===== config.mk =====
export PLATFORM = sky130hd
export DESIGN_NAME = bdma_chan
export DESIGN_NICKNAME = d
export VERILOG_FILES = /design/src/rtl/bdma_pkg.sv /design/src/rtl/bdma_rst_sync.sv /design/src/rtl/bdma_fifo.sv /design/src/rtl/bdma_ctrl.sv /design/src/rtl/bdma_chan.sv
export SDC_FILE = /design/constraint.sdc
export NUM_CORES = 1
export LEC_CHECK = 0
export BUFFER_PORTS_ARGS = -buffer_cell sky130_fd_sc_hd__clkbuf_2
export CAP_MARGIN = 5
export CORE_MARGIN = 2
export CORE_UTILIZATION = 30
export DETAILED_ROUTE_END_ITERATION = 12
export PLACE_DENSITY = 0.55
export SLEW_MARGIN = 20
export SYNTH_ARGS = -nofsm -noshare
export SYNTH_HDL_FRONTEND = slang
export SYNTH_SLANG_ARGS = --single-unit

===== constraint.sdc =====
create_clock -name clk -period 3.8 [get_ports clk]
set_clock_uncertainty 0.05 [all_clocks]
set_input_delay 0.76 -clock clk [delete_from_list [all_inputs] [get_ports clk]]
set_output_delay 0.76 -clock clk [all_outputs]
set_load 0.02 [all_outputs]

===== src/rtl/bdma_pkg.sv =====
package bdma_pkg;
  typedef enum logic [2:0] {
    ST_IDLE,
    ST_WAIT,
    ST_CMD,
    ST_RSP,
    ST_END
  } bdma_st_e;
endpackage


===== src/rtl/bdma_rst_sync.sv =====
module bdma_rst_sync (
  input  logic clk,
  input  logic rst_n,
  output logic rst_sync_n
);
  logic [1:0] sync_q;

  always_ff @(posedge clk or negedge rst_n) begin
    if (!rst_n) sync_q <= 2'b00;
    else        sync_q <= {sync_q[0], 1'b1};
  end

  assign rst_sync_n = sync_q[1];
endmodule


===== src/rtl/bdma_fifo.sv =====
module bdma_fifo #(
  parameter int W     = 32,
  parameter int DEPTH = 8
) (
  input  logic                         clk,
  input  logic                         rst_n,
  input  logic                         flush,
  input  logic                         push,
  input  logic [W-1:0]                 din,
  input  logic                         pop,
  output logic [W-1:0]                 dout,
  output logic [$clog2(DEPTH+1)-1:0]   count
);
  localparam int AW    = (DEPTH > 1) ? $clog2(DEPTH) : 1;
  localparam int CNT_W = $clog2(DEPTH + 1);

  logic [W-1:0]     mem [DEPTH];
  logic [AW-1:0]    wp_q, wp_d, rp_q, rp_d;
  logic [CNT_W-1:0] cnt_q, cnt_d;
  logic             full, empty, do_push, do_pop;

  assign full    = (cnt_q == CNT_W'(DEPTH));
  assign empty   = (cnt_q == '0);
  assign do_push = push && !full && !flush;
  assign do_pop  = pop && !empty && !flush;

  always_comb begin
    wp_d  = wp_q;
    rp_d  = rp_q;
    cnt_d = cnt_q;
    if (flush) begin
      wp_d  = '0;
      rp_d  = '0;
      cnt_d = '0;
    end else begin
      if (do_push) wp_d = (wp_q == AW'(DEPTH - 1)) ? '0 : wp_q + AW'(1);
      if (do_pop)  rp_d = (rp_q == AW'(DEPTH - 1)) ? '0 : rp_q + AW'(1);
      if (do_push && !do_pop) cnt_d = cnt_q + CNT_W'(1);
      else if (do_pop && !do_push) cnt_d = cnt_q - CNT_W'(1);
    end
  end

  always_ff @(posedge clk or negedge rst_n) begin
    if (!rst_n) begin
      wp_q  <= '0;
      rp_q  <= '0;
      cnt_q <= '0;
    end else begin
      wp_q  <= wp_d;
      rp_q  <= rp_d;
      cnt_q <= cnt_d;
    end
  end

  always_ff @(posedge clk) begin
    if (do_push) mem[wp_q] <= din;
  end

  assign dout  = mem[rp_q];
  assign count = cnt_q;

  AST_NO_OVERFLOW: assert property (@(posedge clk) disable iff (!rst_n)
    (push && !flush) |-> !full);
  AST_NO_UNDERFLOW: assert property (@(posedge clk) disable iff (!rst_n)
    (pop && !flush) |-> !empty);
endmodule


===== src/rtl/bdma_ctrl.sv =====
module bdma_ctrl
  import bdma_pkg::*;
#(
  parameter int ADDR_W      = 40,
  parameter int BURST_BYTES = 16,
  parameter int DEPTH       = 8,
  localparam int CNT_W      = $clog2(DEPTH + 1)
) (
  input  logic              clk,
  input  logic              rst_n,
  input  logic [ADDR_W-1:0] cfg_base,
  input  logic [31:0]       cfg_size,
  input  logic              cfg_dir,
  input  logic              cfg_irq_en,
  input  logic              cfg_run,
  input  logic [CNT_W-1:0]  rd_count,
  input  logic [CNT_W-1:0]  wr_count,
  output logic              cmd_val,
  input  logic              cmd_ack,
  output logic [ADDR_W-1:0] cmd_addr,
  output logic              cmd_wr,
  output logic              cmd_eop,
  input  logic              rsp_val,
  output logic              rsp_ack,
  input  logic              rsp_err,
  output logic              flush,
  output logic              rd_push,
  output logic              wr_pop,
  output logic              busy,
  output logic              done,
  output logic              err,
  output logic              irq,
  output logic              dir
);
  localparam int BW     = BURST_BYTES / 4;
  localparam int OFF_W  = $clog2(BURST_BYTES);
  localparam int BEAT_W = (BW > 1) ? $clog2(BW) : 1;

  bdma_st_e          st_q, st_d;
  logic [ADDR_W-1:0] addr_q, addr_d;
  logic [31:0]       left_q, left_d;
  logic [BEAT_W-1:0] beat_q, beat_d;
  logic              dir_q, dir_d, irqen_q, irqen_d;
  logic              done_q, done_d, err_q, err_d, berr_q, berr_d;
  logic              aligned, room, beat_last, rsp_last, rsp_fire;

  assign aligned   = (cfg_base[OFF_W-1:0] == '0) && (cfg_size[OFF_W-1:0] == '0);
  assign beat_last = (beat_q == BEAT_W'(BW - 1));
  assign room      = dir_q ? (wr_count >= CNT_W'(BW))
                           : ((CNT_W'(DEPTH) - rd_count) >= CNT_W'(BW));
  assign rsp_fire  = (st_q == ST_RSP) && rsp_val;
  assign rsp_last  = dir_q || beat_last;

  always_comb begin
    st_d    = st_q;
    addr_d  = addr_q;
    left_d  = left_q;
    beat_d  = beat_q;
    dir_d   = dir_q;
    irqen_d = irqen_q;
    done_d  = done_q;
    err_d   = err_q;
    berr_d  = berr_q;
    flush   = 1'b0;
    unique case (st_q)
      ST_IDLE: begin
        if (cfg_run) begin
          flush   = 1'b1;
          dir_d   = cfg_dir;
          irqen_d = cfg_irq_en;
          addr_d  = cfg_base;
          left_d  = cfg_size >> OFF_W;
          beat_d  = '0;
          if (!aligned) begin
            err_d = 1'b1;
            st_d  = ST_END;
          end else if (cfg_size == '0) begin
            done_d = 1'b1;
            st_d   = ST_END;
          end else begin
            st_d = ST_WAIT;
          end
        end
      end
      ST_WAIT: begin
        if (room) begin
          beat_d = '0;
          st_d   = ST_CMD;
        end
      end
      ST_CMD: begin
        if (cmd_ack) begin
          if (beat_last) begin
            beat_d = '0;
            berr_d = 1'b0;
            st_d   = ST_RSP;
          end else begin
            beat_d = beat_q + BEAT_W'(1);
          end
        end
      end
      ST_RSP: begin
        if (rsp_val) begin
          berr_d = berr_q | rsp_err;
          if (!rsp_last) begin
            beat_d = beat_q + BEAT_W'(1);
          end else if (berr_q || rsp_err) begin
            err_d = 1'b1;
            st_d  = ST_END;
          end else if (left_q == 32'd1) begin
            done_d = 1'b1;
            st_d   = ST_END;
          end else begin
            addr_d = addr_q + ADDR_W'(BURST_BYTES);
            left_d = left_q - 32'd1;
            st_d   = ST_WAIT;
          end
        end
      end
      ST_END: begin
        if (!cfg_run) begin
          done_d = 1'b0;
          err_d  = 1'b0;
          st_d   = ST_IDLE;
        end
      end
      default: st_d = ST_IDLE;
    endcase
  end

  always_ff @(posedge clk or negedge rst_n) begin
    if (!rst_n) begin
      st_q    <= ST_IDLE;
      addr_q  <= '0;
      left_q  <= '0;
      beat_q  <= '0;
      dir_q   <= 1'b0;
      irqen_q <= 1'b0;
      done_q  <= 1'b0;
      err_q   <= 1'b0;
      berr_q  <= 1'b0;
    end else begin
      st_q    <= st_d;
      addr_q  <= addr_d;
      left_q  <= left_d;
      beat_q  <= beat_d;
      dir_q   <= dir_d;
      irqen_q <= irqen_d;
      done_q  <= done_d;
      err_q   <= err_d;
      berr_q  <= berr_d;
    end
  end

  assign cmd_val  = (st_q == ST_CMD);
  assign cmd_addr = addr_q + ADDR_W'({beat_q, 2'b00});
  assign cmd_wr   = dir_q;
  assign cmd_eop  = cmd_val && beat_last;
  assign rsp_ack  = (st_q == ST_RSP);
  assign rd_push  = rsp_fire && !dir_q;
  assign wr_pop   = cmd_val && cmd_ack && dir_q;
  assign busy     = (st_q == ST_WAIT) || (st_q == ST_CMD) || (st_q == ST_RSP);
  assign done     = done_q;
  assign err      = err_q;
  assign irq      = done_q && irqen_q;
  assign dir      = dir_q;

  AST_ADDR_STEP: assert property (@(posedge clk) disable iff (!rst_n)
    (cmd_val && cmd_ack && !cmd_eop) |=> (cmd_val && cmd_addr == $past(cmd_addr) + ADDR_W'(4)));
  AST_CMD_HOLD: assert property (@(posedge clk) disable iff (!rst_n)
    (cmd_val && !cmd_ack) |=> (cmd_val && $stable(cmd_addr)));
  AST_ERR_HALTS: assert property (@(posedge clk) disable iff (!rst_n)
    err_q |-> !cmd_val);
  AST_DONE_ERR_EXCL: assert property (@(posedge clk) disable iff (!rst_n)
    !(done_q && err_q));
  AST_DONE_AFTER_RSP: assert property (@(posedge clk) disable iff (!rst_n)
    $rose(done_q) |-> ($past(rsp_fire) || $past(st_q == ST_IDLE)));
endmodule


===== src/rtl/bdma_chan.sv =====
module bdma_chan #(
  parameter int ADDR_W      = 40,
  parameter int BURST_BYTES = 16
) (
  input  logic              clk,
  input  logic              rst_n,
  input  logic [31:0]       cfg_base_lo,
  input  logic [ADDR_W-33:0] cfg_base_hi,
  input  logic [31:0]       cfg_size,
  input  logic              cfg_dir,
  input  logic              cfg_irq_en,
  input  logic              cfg_run,
  output logic              stat_busy,
  output logic              stat_done,
  output logic              stat_err,
  output logic              irq,
  output logic              cmd_val,
  input  logic              cmd_ack,
  output logic [ADDR_W-1:0] cmd_addr,
  output logic              cmd_wr,
  output logic [31:0]       cmd_wdata,
  output logic              cmd_eop,
  input  logic              rsp_val,
  output logic              rsp_ack,
  input  logic [31:0]       rsp_rdata,
  input  logic              rsp_err,
  output logic              tc_val,
  input  logic              tc_rdy,
  output logic [31:0]       tc_data,
  input  logic              fc_val,
  output logic              fc_rdy,
  input  logic [31:0]       fc_data
);
  localparam int DEPTH = 2 * (BURST_BYTES / 4);
  localparam int CNT_W = $clog2(DEPTH + 1);

  logic             rst_s_n;
  logic [CNT_W-1:0] rd_count, wr_count;
  logic             flush, rd_push, wr_pop, dir, busy;

  bdma_rst_sync u_rst (
    .clk        (clk),
    .rst_n      (rst_n),
    .rst_sync_n (rst_s_n)
  );

  bdma_ctrl #(
    .ADDR_W      (ADDR_W),
    .BURST_BYTES (BURST_BYTES),
    .DEPTH       (DEPTH)
  ) u_ctrl (
    .clk        (clk),
    .rst_n      (rst_s_n),
    .cfg_base   ({cfg_base_hi, cfg_base_lo}),
    .cfg_size   (cfg_size),
    .cfg_dir    (cfg_dir),
    .cfg_irq_en (cfg_irq_en),
    .cfg_run    (cfg_run),
    .rd_count   (rd_count),
    .wr_count   (wr_count),
    .cmd_val    (cmd_val),
    .cmd_ack    (cmd_ack),
    .cmd_addr   (cmd_addr),
    .cmd_wr     (cmd_wr),
    .cmd_eop    (cmd_eop),
    .rsp_val    (rsp_val),
    .rsp_ack    (rsp_ack),
    .rsp_err    (rsp_err),
    .flush      (flush),
    .rd_push    (rd_push),
    .wr_pop     (wr_pop),
    .busy       (busy),
    .done       (stat_done),
    .err        (stat_err),
    .irq        (irq),
    .dir        (dir)
  );

  bdma_fifo #(.W(32), .DEPTH(DEPTH)) u_rd_fifo (
    .clk   (clk),
    .rst_n (rst_s_n),
    .flush (flush),
    .push  (rd_push),
    .din   (rsp_rdata),
    .pop   (tc_val && tc_rdy),
    .dout  (tc_data),
    .count (rd_count)
  );

  bdma_fifo #(.W(32), .DEPTH(DEPTH)) u_wr_fifo (
    .clk   (clk),
    .rst_n (rst_s_n),
    .flush (flush),
    .push  (fc_val && fc_rdy),
    .din   (fc_data),
    .pop   (wr_pop),
    .dout  (cmd_wdata),
    .count (wr_count)
  );

  assign stat_busy = busy;
  assign tc_val    = (rd_count != '0);
  assign fc_rdy    = busy && dir && (wr_count != CNT_W'(DEPTH));
endmodule


==> results.md, run 1 <==
Placement:
- Detailed placement ended at an HPWL of 40,800 microns.
- The port buffer count is 259.
- At the placement stage, the worst setup path has a slack of 0.355 ns.
- The global placer's final weighted congestion is 0.855.

STA:
- Setup violations remaining at the end of the flow were counted as 0.
- The final count of hold timing violations came to 0.
- The top achievable clock speed is 270 MHz.
- The minimum clock period after layout is 3.70 ns.
- The number of pins with negative max-slew slack in the final report is 0.
- In this run the tightest slew margin relative to its limit is 36.1%.
- Final hold analysis gives a worst-case slack of 0.299 ns.
- Of the available clock period, the critical path in the final layout requires 97.4%.
- The setup slack of the critical path after layout is 0.0987 ns.
- Setup repair after global routing could not meet its margin everywhere.
- At the pin with the least slew margin, the transition time is 0.959 ns.

Floorplan:
- In this run the core area contains 108 standard-cell rows.
- The die height is 300 microns.
- The initial utilization of the core area, before any placement, comes to 30.3%.
- The total area inside the core boundary comes to 0.0869 sq mm.
- The horizontal extent of the die is 300 microns.
- The die outline area is 0.0901 sq mm.
- During I/O placement, the number of pins put on the boundary was 260.

Logic synthesis:
- In this run, synthesis produced a sequential element count of 616.
- The share of synthesized area occupied by flip-flops and latches is 68.3%.
- Yosys mapped the design onto 76 distinct sky130hd cell types.
- By area, the combinational part of the netlist is dominated by multiplexers.
- The fraction of synthesized area in multiplexers is 13.8%.
- The async set-reset flop share out of synthesis is 16.9%.
- Synthesis produced a netlist with a net count of 1,806.
- The number of warning messages in the yosys log is 0.
- After synthesis the cells add up to 0.0263 sq mm.
- After Yosys synthesis, XOR and XNOR cells account for 1.36% of the synthesized area.
- The average cell area after synthesis is 16.1 sq um.
- The simple-gate share of the synthesized area is 8.02%.
- The post-synthesis instance total is 1,639.
- In this run, synthesis inferred 512 flip-flops with an integrated enable.
- The dominant synthesized flop cell is sky130_fd_sc_hd__edfxtp_1.
- The post-synthesis share of cell area spent on full adders, half adders and majority gates is 1.08%.
- Summing the areas of all compound-gate instances in the mapped netlist gives 5.61% of the synthesized area.

Final layout:
- The library cell used most frequently in the layout, excluding fill and tap cells, is sky130_fd_sc_hd__edfxtp_1.
- The count of nets after finishing is 2,107.
- In the layout the commonest cells are 512 x sky130_fd_sc_hd__edfxtp_1, 255 x sky130_fd_sc_hd__clkbuf_2, 130 x sky130_fd_sc_hd__nand2_1.
- The number of filler instances in the final layout is 8,159.
- Relative to the synthesized area, the layout overhead comes to 21.8%.
- In the final layout, the share of cells above drive strength 1 is 34.4%.

GRT:
- In the global route stage, overall resource usage came out at 14.7%.
- After global routing the overflow that remains totals 0.
- Entering global routing, the biggest net connects 66 pins.
- The number of global-route vias before repair is 16,800.
- The number of antenna violations at the first check in global routing came to 4.
- The wire length of the first global-routing pass is 102,000 microns.

Detailed routing:
- Summing over every cut layer, the via total after detailed routing is 15,900.
- The routed design has 66,400 microns of wire.
- For this block, the initial DRC count from the detailed router was 1,086.
- The post-route DRC violation count is 0.
- The number of optimization iterations in the first detailed-route pass is 5.
- The count of nets left with antenna violations once routing finished came out at 0.
- The detailed-route vias per instance is 5.05.
- In the final routed layout, each cell accounts on average for 21.1 microns.

Power:
- Summed over all cells, the static leakage comes to 0.0109 uW.
- The fraction of power spent switching nets is 33.3%.
- The share of total power in combinational logic is 29.0%.
- The post-route total power is 22,600 uW.
- The cell-internal power is 15,100 uW.
- IR analysis of the VDD net gives a maximum drop of 0.000334 V.
- The switching power is 7510 uW.
- The power per unit of standard cell area is 704 mW/mm^2.
- Sequential cells account for 40.0% of the total power.
- The clock group share of total power is 31.0%.

Worst setup path:
- The required arrival time at the worst endpoint is 2.99 ns.
- In this design, the largest share of critical-path delay is due to simple AND/OR/NAND/NOR gates.
- The type of the worst setup path is reg2out.
- The critical-path cell with the highest stage delay is sky130_fd_sc_hd__or4_4.
- The buffering stage count on the worst path with inverters included is 3.
- Along the worst path, the maximum fanout reaches 4.
- Walking the worst path, the cells encountered are ha_2, inv_1, fa_2, nand2b_4, or4_4, nor2_4, buf_4, xor2_1, buf_2.
- The biggest cell delay along the critical path is 0.58 ns.
- The arrival time of data at the critical path endpoint is 2.89 ns.
- The kind of capture point of the worst setup path is an output pin.
- The startpoint kind of the worst setup timing path is a flop.

Clock network:
- The maximum number of buffers from clock root to sink is 3.
- The clock tree root driver cell is sky130_fd_sc_hd__clkbuf_16.
- CTS saw 616 sinks.
- The deepest level of the CTS H-tree is 3.
- The clock tree from TritonCTS is yes.
- The clock latency on the worst-skew pair is 0.61 ns.
- After clock tree synthesis, the clock-pin slew on the worst setup and hold paths is 0.06 ns.
- The number of buffers created by CTS is 71.

Min path:
- In this run the worst hold path is classified as reg2reg.

Flow run:
- The reported max-cap violation count is 0.

Run status:
- The run finished with clean final reports.
==> cell usage after synthesis (15+ instances only) <==
library cell               instances  area (sq um)
sky130_fd_sc_hd__a21oi_1          61           305
sky130_fd_sc_hd__a31oi_1          15          93.8
sky130_fd_sc_hd__buf_1            19          71.3
sky130_fd_sc_hd__clkbuf_1         63           236
sky130_fd_sc_hd__dfrtp_1         104          2600
sky130_fd_sc_hd__edfxtp_1        512         15400
sky130_fd_sc_hd__ha_1             18           225
sky130_fd_sc_hd__inv_1            23          86.3
sky130_fd_sc_hd__mux2_2           64           721
sky130_fd_sc_hd__mux4_2          128          2880
sky130_fd_sc_hd__nand2_1         131           492
sky130_fd_sc_hd__nand3_1          49           245
sky130_fd_sc_hd__nor2_1           81           304
sky130_fd_sc_hd__nor3_1           33           165
sky130_fd_sc_hd__nor4_1           23           144
sky130_fd_sc_hd__o21ai_0          39           195
sky130_fd_sc_hd__or3_1            17           106
sky130_fd_sc_hd__xnor2_1          24           210
sky130_fd_sc_hd__xor2_1           17           149
==> cell families after synthesis <==
kind of cell / count (synthesis)
AO/OA/AOI/OAI: 227
XOR/XNOR: 41
adder cells (fa/ha/maj): 21
buffers and inverters: 118
flip-flops: 616
multiplexers: 195
other: 1
AND/OR/NAND/NOR: 420
==> through the flow <==
step / TNS [ns] / area [sq um] / instances / utilization, %
floorplan: -89.15 / 26400 / 1639 / -
global placement: 0 / 29500 / 3014 / 33.9
detailed placement: 0 / 29500 / 3014 / 33.9
CTS: 0 / 32000 / 3146 / 36.8
global route: -0.135 / 32100 / 3153 / 36.9
finish: 0 / 32100 / 3153 / 36.9
==> power by group through the flow <==
stage	clock network [uW]	logic, uW	registers (uW)
floorplan	0	4830	8560
global placement	0	6460	9090
detailed placement	0	6550	9140
CTS	7220	6600	9010
global route	7510	7110	9160
finish	7000	6540	9020
==> timing repair <==
action,CTS,global route
resized for setup,9,23
setup endpoints to repair,11,14
pin swaps,2,8
gates cloned,0,0
buffers inserted,2,5
hold buffers,1,0
endpoints found under the hold margin,2,0
==> cell type report <==
cell class	instances	area [sq um]	area share (%)
clock buffer	87	1910	5.95
antenna	2	5.00	0.0156
sequential	616	18000	56.2
timing repair buffer	322	1940	6.05
multi-input combinational	905	8140	25.4
tap	1155	1450	4.51
clock inverter	42	526	1.64
inverter	24	90.1	0.281
==> layer usage <==
layer  share of wire [%]  track usage, %
met4                 2.1            4.92
met1                  42            19.0
met2                  50            25.0
met3                 5.1            2.69
met5               0.041               0
==> final timing paths <==
path	startpoint	slack [ns]	depth (start not counted)	to
worst max-delay path	u_ctrl.addr_q[2]	0.1	9	cmd_addr[26]
worst min-delay path	u_rst.sync_q[0]	0.30	0	u_rst.sync_q[1]
worst max register to register	u_ctrl.left_q[10]	0.49	7	u_ctrl.addr_q[38]
worst min register to register	u_rst.sync_q[0]	0.30	0	u_rst.sync_q[1]
max in group asynchronous	u_rst.sync_q[1]	2.51	1	u_ctrl.addr_q[8]
min in group asynchronous	u_rst.sync_q[1]	0.42	0	u_ctrl.left_q[26]
==> flip-flops by register name, summed over array words and instances, names as in the netlist <==
| signal | cells |
|---|---|
| u_rst.sync_q | 2 |
| u_rd_fifo.wp_q | 3 |
| u_wr_fifo.wp_q | 3 |
| u_ctrl.st_q | 3 |
| u_ctrl.berr_q | 1 |
| u_ctrl.left_q | 32 |
| u_ctrl.err | 1 |
| u_rd_fifo.mem | 256 |
| u_wr_fifo.count | 4 |
| u_rd_fifo.count | 4 |
| u_ctrl.cmd_wr | 1 |
| u_ctrl.irqen_q | 1 |
| u_rd_fifo.rp_q | 3 |
| u_wr_fifo.mem | 256 |
| u_ctrl.done | 1 |
| u_ctrl.addr_q | 40 |
| u_ctrl.beat_q | 2 |
| u_wr_fifo.rp_q | 3 |
Note: power is estimated with default switching activity, not from simulation.
==> run 2: changes to the inputs <==
- ABC_AREA: default -> 1
==> results.md, run 2 <==
Worst setup path:
- The minimum setup slack among reg-to-reg paths was 0.69 ns (was 0.49 ns).
- The biggest cell delay along the critical path is 0.40 ns (was 0.58 ns).
- The type of the worst setup path is reg2out (unchanged).
- The launch point of the critical path was u_ctrl.beat_q[0] (was u_ctrl.addr_q[2]).
- The maximum fanout along the worst path was 4 (unchanged).
- Series of cell instances along the critical path: ha_1, inv_1, fa_1, nor2_1, nand2_1, nor2_1, nand2_1, xor2_1, clkbuf_2 (was ha_2, inv_1, fa_2, nand2b_4, or4_4, nor2_4, buf_4, xor2_1, buf_2).
- The reg-to-reg endpoint is u_wr_fifo.mem[6][30] (was u_ctrl.addr_q[38]).
- The number of cell instances on the worst register-to-register path was 9 (was 7).
- The required arrival time at the worst endpoint is 2.99 ns (about the same).
- The worst setup path endpoint is cmd_addr[34] (was cmd_addr[26]).
- The startpoint kind of the worst setup timing path is a flop (unchanged).
- The kind of capture point of the worst setup path is an output pin (unchanged).
- The critical-path cell with the highest stage delay is sky130_fd_sc_hd__fa_1 (was sky130_fd_sc_hd__or4_4).
- The startpoint of the lowest-slack register-to-register path is u_ctrl.st_q[1] (was u_ctrl.left_q[10]).
- The arrival time of data at the critical path endpoint is 2.83 ns (was 2.89 ns).

Floorplan:
- The initial core utilization was 30.2% (was 30.3%).
- The horizontal extent of the die is 307 microns (was 300 microns).
- The die outline area was 0.0944 sq mm (was 0.0901 sq mm).
- The die height is 307 microns (was 300 microns).
- The site row count is 111 (was 108).
- The I/O pin count was 260 (unchanged).
- The core region area came to 0.0914 sq mm (was 0.0869 sq mm).

Power:
- The maximum ir drop on the vdd rail came to 0.000381 V (was 0.000334 V).
- The fraction of power spent switching nets was 36.3% (was 33.3%).
- The switching power is 7930 uW (was 7510 uW).
- The cell-internal power was 13,900 uW (was 15,100 uW).
- The share of total power in combinational logic is 29.3% (was 29.0%).
- The power per unit of standard cell area is 663 mW/mm^2 (was 704 mW/mm^2).
- The sequential power share is 38.7% (was 40.0%).
- The leakage power figure is 0.0125 uW (was 0.0109 uW).
- The clock group share of total power is 32.0% (was 31.0%).

Clock network:
- The number of buffers created by CTS is 72 (was 71).
- The deepest level of the CTS H-tree is 3 (unchanged).
- The number of post-CTS setup repair buffers was 0 (was 2).
- The clock tree root driver cell is sky130_fd_sc_hd__clkbuf_16 (unchanged).
- The number of clock sinks seen by CTS is 616 (unchanged).
- The clock tree from TritonCTS is yes (unchanged).
- The clock latency on the worst-skew pair came to 0.61 ns (about the same).
- The maximum number of buffers from clock root to sink is 3 (unchanged).
- The clock-pin transition on the worst setup and hold timing paths was 0.06 ns (about the same).

STA:
- The share of the clock period used by the worst path after layout came to 95.9% (was 97.4%).
- The final count of hold timing violations is 0 (unchanged).
- The top achievable clock speed is 274 MHz (was 270 MHz).
- The number of pins with negative max-slew slack in the final report is 0 (unchanged).
- Setup repair after global routing missed its margin: yes (unchanged).
- The relative slew slack is 44.2% (was 36.1%).
- The minimum clock period after layout was 3.64 ns (was 3.70 ns).
- The slew at the pin with the worst max-slew slack is 0.837 ns (was 0.959 ns).
- The final setup violation count is 0 (unchanged).

Logic synthesis:
- The largest area contributor in the netlist was sky130_fd_sc_hd__edfxtp_1 (unchanged).
- The number of enable flip-flop cells after synthesis was 512 (unchanged).
- The post-synth net total came to 2,928 (was 1,806).
- The number of warning messages in the yosys log is 0 (unchanged).
- The mapped cell area is 0.0276 sq mm (was 0.0263 sq mm).
- The average cell area after synthesis is 9.99 sq um (was 16.1 sq um).
- The cell with the most instances after synthesis is sky130_fd_sc_hd__nor2_1 (was sky130_fd_sc_hd__edfxtp_1).
- Commonest cells in the synthesized netlist: 662 x sky130_fd_sc_hd__nor2_1, 512 x sky130_fd_sc_hd__edfxtp_1, 512 x sky130_fd_sc_hd__nand2_1, 351 x sky130_fd_sc_hd__o21ai_0, 118 x sky130_fd_sc_hd__inv_1 (was 512 x sky130_fd_sc_hd__edfxtp_1, 131 x sky130_fd_sc_hd__nand2_1, 128 x sky130_fd_sc_hd__mux4_2, 104 x sky130_fd_sc_hd__dfrtp_1, 81 x sky130_fd_sc_hd__nor2_1).
- The async set-reset flop share out of synthesis came to 16.9% (unchanged).
- The dominant synthesized flop cell was sky130_fd_sc_hd__edfxtp_1 (unchanged).
- The proportion of netlist area held by the largest area contributor was 55.7% (was 58.4%).
- Most area-consuming cells after synthesis: sky130_fd_sc_hd__edfxtp_1 56%, sky130_fd_sc_hd__dfrtp_1 9.4%, sky130_fd_sc_hd__nor2_1 9.0% (was sky130_fd_sc_hd__edfxtp_1 58%, sky130_fd_sc_hd__mux4_2 11%, sky130_fd_sc_hd__dfrtp_1 9.9%).
- The share of synthesized area occupied by flip-flops and latches came to 65.1% (was 68.3%).
- The count of cell types in the netlist is 35 (was 76).
- The synthesized flop and latch total is 616 (unchanged).
- The post-synthesis instance total is 2,761 (was 1,639).

Detailed routing:
- The number of DRC markers in iteration 0 came to 1,417 (was 1,086).
- The number of optimization iterations in the first detailed-route pass is 5 (unchanged).
- The final routed wire length divided by cell count is 17.6 microns (was 21.1 microns).
- The post-route DRC violation count is 0 (unchanged).
- The routed wire length is 74,900 microns (was 66,400 microns).
- The count of vias placed by the detailed router is 20,300 (was 15,900).
- The post-detailed-route count of antenna-violating nets is 0 (unchanged).
- The detailed-route vias per instance is 4.78 (was 5.05).

Run status:
- Run status: finished, final reports clean (unchanged).

GRT:
- The global-route usage over all layers was 15.6% (was 14.7%).
- The number of antenna violations at the first check in global routing was 11 (was 4).
- The number of global-route vias before repair was 19,600 (was 16,800).
- The pin count of the biggest net entering global routing is 131 (was 66).
- The wire length of the first global-routing pass is 114,000 microns (was 102,000 microns).
- The aggregate global routing overflow is 0 (unchanged).

Flow run:
- The reported max-cap violation count came to 0 (unchanged).

Final layout:
- The number of filler instances in the final layout is 9,232 (was 8,159).
- Highest-count cells in the layout ignoring fill and taps: 652 x sky130_fd_sc_hd__nor2_1, 512 x sky130_fd_sc_hd__nand2_1, 512 x sky130_fd_sc_hd__edfxtp_1 (was 512 x sky130_fd_sc_hd__edfxtp_1, 255 x sky130_fd_sc_hd__clkbuf_2, 130 x sky130_fd_sc_hd__nand2_1).
- Regs by FF count: u_rd_fifo.mem: 256 flops, u_wr_fifo.mem: 256 flops, u_ctrl.addr_q: 40 flops (unchanged).
- The leading cell type in the layout, fill and taps excluded is sky130_fd_sc_hd__nor2_1 (was sky130_fd_sc_hd__edfxtp_1).
- The design area came to 0.0329 sq mm (was 0.0321 sq mm).
- The synthesis-to-finish area growth is 19.2% (was 21.8%).
- The fraction of final layout cells sized beyond drive strength 1 is 15.1% (was 34.4%).
- The count of nets after finishing is 3,175 (was 2,107).
- The final core utilization is 36.0% (was 36.9%).

Placement:
- The global placer's final weighted congestion is 0.908 (was 0.855).
- The port buffer count came to 259 (unchanged).
- The placed instance area was 0.0305 sq mm (was 0.0295 sq mm).
- The detailed placer's ending HPWL is 46,300 microns (was 40,800 microns).

Min path:
- The start point of the worst min-delay path is u_rst.sync_q[0] (unchanged).
- The type of the most critical hold path is reg2reg (unchanged).
-- run 2: cell count changes after synthesis, sizes merged, moves of 21 or more --
cell	delta
o22ai	+56
nand3	+50
xnor2	-21
nand2	+384
a21oi	-54
mux4	-128
clkbuf	+29
inv	+98
o21ai	+300
a31oi	+51
nor2	+584
nor4	-25
xor2	+26
mux2	-64
-- run 2: cell type report --
type	instances	area, sq um	area share [%]
sequential	616	18000	54.7
multi-input combinational	1892	8730	26.5
timing repair buffer	304	1830	5.56
clock buffer	78	1820	5.55
tap	1186	1480	4.51
clock inverter	51	564	1.72
inverter	122	460	1.40
antenna	5	12.5	0.0380
-- run 2: stage by stage --
stage               instances  worst slack, ns  setup TNS [ns]  hold slack (ns)  total power (uW)
finish                   4254            0.156               0            0.298             21800
global route             4253          -0.0322         -0.0550            0.294             23100
CTS                      4249           0.0331               0            0.271             22100
detailed placement       4119            0.613               0            0.288             15000
global placement         4119            0.645               0            0.287             15000
floorplan                2761           -0.196          -31.22            0.281             12800
-- run 2: worst min path at each step --
stage	to	slack [ns]	depth (start not counted)
after CTS	u_ctrl.irqen_q	0.27	3
after detailed placement	u_rst.sync_q[1]	0.29	0
after global placement	u_rst.sync_q[1]	0.29	0
after floorplan	u_rst.sync_q[1]	0.28	0
final	u_rst.sync_q[1]	0.30	0
after global routing	u_ctrl.irqen_q	0.29	3
-- run 2: metal layers --
layer / up-vias / part of all wire, % / global-route usage [%]
met3: 157 / 6.7 / 3.63
li1: 9980 / - / -
met4: 12 / 3.5 / 6.23
met5: - / 0.093 / 0
met1: 9633 / 44 / 20.4
met2: 547 / 46 / 24.9
-- run 2: worst max-delay path, delay by kind of cell (launching register included) --
kind                       cells  cell delay, ns
xor gates and xnor gates       1            0.21
DFF                            1            0.39
adders and majority gates      2            0.58
and+or+nand+nor                4            0.79
buffers and inverters          2            0.27
-- run 2: what timing repair did --
item,4_1_cts,5_1_grt
resized for setup,1,3
endpoints found under the setup margin,1,6
hold buffers,1,0
hold endpoints to repair,2,0
-- run 2: power by group through the flow --
stage | Combinational [uW] | Sequential [uW] | Clock [uW]
final | 6390 | 8440 | 6980
after global routing | 7170 | 8520 | 7400
after CTS | 6490 | 8430 | 7170
after detailed placement | 6470 | 8550 | 0
after global placement | 6420 | 8550 | 0
after floorplan | 4450 | 8380 | 0
-- run 2: logic make-up after synthesis --
group / after synthesis / synth area share, %
buffers and inverters: 253 / 3.67
adders and majority gates: 21 / 1.03
xor gates and xnor gates: 46 / 1.46
other: 1 / 0.0136
and+or+nand+nor: 1320 / 18.8
DFF: 616 / 65.1
AOI/OAI and AO/OA: 504 / 9.83
==> run 3: changes to the inputs <==
- RECOVER_POWER: default -> 50
- clock period: 3.8 -> 3.7 ns (I/O delays scaled with it)
==> results.md, run 3 (same netlist as run 2, synthesis figures left out) <==
Detailed routing:
- The routed wire length is 76,200 microns (was 74,900 microns).
- The number of DRC markers in iteration 0 is 1,335 (was 1,417).
- The post-route DRC violation count came to 0 (unchanged).
- The final routed wire length divided by cell count came to 17.9 microns (was 17.6 microns).
- The number of optimization iterations in the first detailed-route pass was 6 (was 5).
- The post-detailed-route count of antenna-violating nets was 0 (unchanged).
- The count of vias placed by the detailed router is 20,400 (was 20,300).
- The detailed-route vias per instance came to 4.80 (was 4.78).

Clock network:
- The clock tree from TritonCTS is yes (unchanged).
- The number of post-CTS setup repair buffers is 0 (unchanged).
- The number of buffers created by CTS came to 74 (was 72).
- The number of clock sinks seen by CTS is 616 (unchanged).
- The clock latency on the worst-skew pair is 0.62 ns (was 0.61 ns).
- The deepest level of the CTS H-tree is 3 (unchanged).
- The clock-pin transition on the worst setup and hold timing paths is 0.06 ns (about the same).
- The maximum number of buffers from clock root to sink is 3 (unchanged).
- The clock tree root driver cell is sky130_fd_sc_hd__clkbuf_16 (unchanged).

Final layout:
- The leading cell type in the layout, fill and taps excluded is sky130_fd_sc_hd__nor2_1 (unchanged).
- The fraction of final layout cells sized beyond drive strength 1 is 12.8% (was 15.1%).
- Regs by FF count: u_rd_fifo.mem: 256 flops, u_wr_fifo.mem: 256 flops, u_ctrl.addr_q: 40 flops (unchanged).
- The number of cells in the finished layout apart from fillers came to 4,257 (was 4,254).
- The synthesis-to-finish area growth is 18.5% (was 19.2%).
- The final core utilization was 35.8% (was 36.0%).
- The multi-input combinational cell area is 0.00875 sq mm (was 0.00873 sq mm).
- Highest-count cells in the layout ignoring fill and taps: 648 x sky130_fd_sc_hd__nor2_1, 513 x sky130_fd_sc_hd__nand2_1, 512 x sky130_fd_sc_hd__edfxtp_1 (was 652 x sky130_fd_sc_hd__nor2_1, 512 x sky130_fd_sc_hd__nand2_1, 512 x sky130_fd_sc_hd__edfxtp_1).
- The number of filler instances in the final layout came to 9,247 (was 9,232).
- The number of antenna diodes was 0 (was 5).
- The combined flip-flop and latch cell area was 0.0180 sq mm (about the same).
- The design area is 0.0327 sq mm (was 0.0329 sq mm).
- The count of nets after finishing came to 3,186 (was 3,175).

Worst setup path:
- The startpoint of the lowest-slack register-to-register path is u_ctrl.st_q[2] (was u_ctrl.st_q[1]).
- The biggest cell delay along the critical path is 0.41 ns (was 0.40 ns).
- The reg-to-reg endpoint is u_rd_fifo.count[3] (was u_wr_fifo.mem[6][30]).
- The launch point of the critical path was u_ctrl.beat_q[0] (unchanged).
- The startpoint kind of the worst setup timing path is a flop (unchanged).
- The number of cell instances on the worst register-to-register path is 15 (was 9).
- The critical-path cell with the highest stage delay was sky130_fd_sc_hd__dfrtp_1 (was sky130_fd_sc_hd__fa_1).
- The kind of capture point of the worst setup path is an output pin (unchanged).
- The type of the worst setup path is reg2out (unchanged).
- The minimum setup slack among reg-to-reg paths is 0.45 ns (was 0.69 ns).
- The worst setup path endpoint is cmd_addr[26] (was cmd_addr[34]).
- The arrival time of data at the critical path endpoint is 2.71 ns (was 2.83 ns).
- The required arrival time at the worst endpoint is 2.91 ns (was 2.99 ns).
- The maximum fanout along the worst path is 4 (unchanged).
- Series of cell instances along the critical path: ha_1, inv_1, fa_1, nor2_2, nand2_2, nor2_4, nand3_1, xor2_1, clkbuf_2 (was ha_1, inv_1, fa_1, nor2_1, nand2_1, nor2_1, nand2_1, xor2_1, clkbuf_2).

GRT:
- The aggregate global routing overflow is 0 (unchanged).
- The number of global-route vias before repair was 19,700 (was 19,600).
- The number of antenna violations at the first check in global routing is 8 (was 11).
- The pin count of the biggest net entering global routing is 80 (was 131).
- The wire length of the first global-routing pass is 117,000 microns (was 114,000 microns).
- The global-route usage over all layers came to 16.0% (was 15.6%).

STA:
- The worst path in the final design needs a cycle of 3.50 ns, including I/O delays and setup.
- Setup repair after global routing missed its margin: no (was yes).
- The setup slack of the critical path after layout is 0.202 ns (was 0.156 ns).
- The share of the clock period used by the worst path after layout is 94.5%.
- The relative slew slack is -56.7% (was 44.2%).
- The number of pins with negative max-slew slack in the final report is 51 (was 0).
- The slew at the pin with the worst max-slew slack was 2.35 ns (was 0.837 ns).
- The top achievable clock speed is 286 MHz.
- The final count of hold timing violations is 0 (unchanged).
- The final setup violation count came to 0 (unchanged).

Min path:
- The type of the most critical hold path is in2reg (was reg2reg).

Floorplan:
- The I/O pin count is 260 (unchanged).
- The die height came to 307 microns (unchanged).
- The site row count was 111 (unchanged).
- The initial core utilization is 30.2% (unchanged).
- The horizontal extent of the die came to 307 microns (unchanged).
- The die outline area was 0.0944 sq mm (unchanged).
- The core region area is 0.0914 sq mm (unchanged).

Power:
- The post-route total power was 22,100 uW (was 21,800 uW).
- The switching power was 8090 uW (was 7930 uW).
- The share of total power in combinational logic is 29.6% (was 29.3%).
- The power per unit of standard cell area came to 675 mW/mm^2 (was 663 mW/mm^2).
- The fraction of power spent switching nets came to 36.6% (was 36.3%).
- The leakage power figure is 0.0123 uW (was 0.0125 uW).
- The sequential power share is 39.3% (was 38.7%).
- The clock group share of total power is 31.0% (was 32.0%).
- The cell-internal power is 14,000 uW (was 13,900 uW).
- The maximum ir drop on the vdd rail is 0.000352 V (was 0.000381 V).

Placement:
- The port buffer count is 259 (unchanged).
- The global placer's final weighted congestion is 0.909 (was 0.908).
- The number of placed instances, taps included was 4,128 (was 4,119).
- The detailed placer's ending HPWL is 47,300 microns (was 46,300 microns).
- The placed instance area is 0.0305 sq mm (about the same).
- The worst setup slack after placement is 0.593 ns (was 0.613 ns).

Flow run:
- The reported max-cap violation count is 1 (was 0).

Run status:
- Run status: complete, but fails checks (was finished, final reports clean).
- The final reports fail on max-capacitance violations, max-slew violations.
[run 3: changes by cell type in the layout (fill, tap and decap cells not counted), moves of 4 or more]
cell / before / now
sky130_fd_sc_hd__bufinv_16: 9 / 3
sky130_fd_sc_hd__buf_4: 28 / 34
sky130_fd_sc_hd__nor2_1: 652 / 648
sky130_fd_sc_hd__clkbuf_2: 259 / 190
sky130_fd_sc_hd__diode_2: 5 / 0
sky130_fd_sc_hd__clkbuf_1: 6 / 88
sky130_fd_sc_hd__clkinv_2: 12 / 19
sky130_fd_sc_hd__clkinv_1: 14 / 8
[run 3: worst min-delay path by stage]
stage | cells past startpoint | slack (ns) | startpoint | end
6_report | 3 | 0.28 | cfg_irq_en | u_ctrl.irqen_q
2_1_floorplan | 0 | 0.28 | u_rst.sync_q[0] | u_rst.sync_q[1]
5_1_grt | 3 | 0.26 | cfg_irq_en | u_ctrl.irqen_q
4_1_cts | 3 | 0.24 | cfg_dir | u_ctrl.cmd_wr
3_5_place_dp | 0 | 0.29 | u_rst.sync_q[0] | u_rst.sync_q[1]
3_3_place_gp | 0 | 0.29 | u_rst.sync_q[0] | u_rst.sync_q[1]
[run 3: what timing repair did]
item,in CTS,in global routing
resized for setup,3,10
hold endpoints to repair,2,0
setup endpoints to repair,5,10
hold buffers,1,0
pin swaps,0,0
[run 3: power by group through the flow]
stage                     Combinational (uW)  Sequential [uW]  Clock, uW
after global routing                    7370             8770       7310
final                                   6540             8690       6850
after CTS                               6670             8670       7040
after detailed placement                6640             8810          0
after global placement                  6600             8800          0
after floorplan                         4570             8610          0
[run 3: worst max-delay path: cells and delay by family (launching register included)]
kind | cells | cell delay, ns
XOR/XNOR | 1 | 0.20
AND/OR/NAND/NOR | 4 | 0.61
adder cells (fa/ha/maj) | 2 | 0.60
buffers and inverters | 2 | 0.27
flip-flops | 1 | 0.41
[run 3: final cells by class]
class | instances | area share, %
flip-flops and latches | 616 | 55.0
clock buffers | 91 | 5.98
well taps | 1186 | 4.54
multi-input cells | 1892 | 26.7
inverters | 122 | 1.41
repair buffers | 313 | 5.39
clock inverters | 37 | 0.945
[run 3: through the flow]
| step | setup TNS [ns] | hold WS [ns] |
|---|---|---|
| after floorplan | -44.02 | 0.281 |
| after global placement | 0 | 0.287 |
| after detailed placement | 0 | 0.293 |
| after CTS | 0 | 0.241 |
| after global routing | 0 | 0.263 |
| final | 0 | 0.283 |
[run 3: metal layers]
metal	global-route usage (%)	vias to the layer above	share of wire (%)
met5	0	-	0.14
met4	4.75	16	2.4
met3	3.76	120	6.7
met2	26.6	520	47
met1	20.7	9795	44
li1	-	9969	-
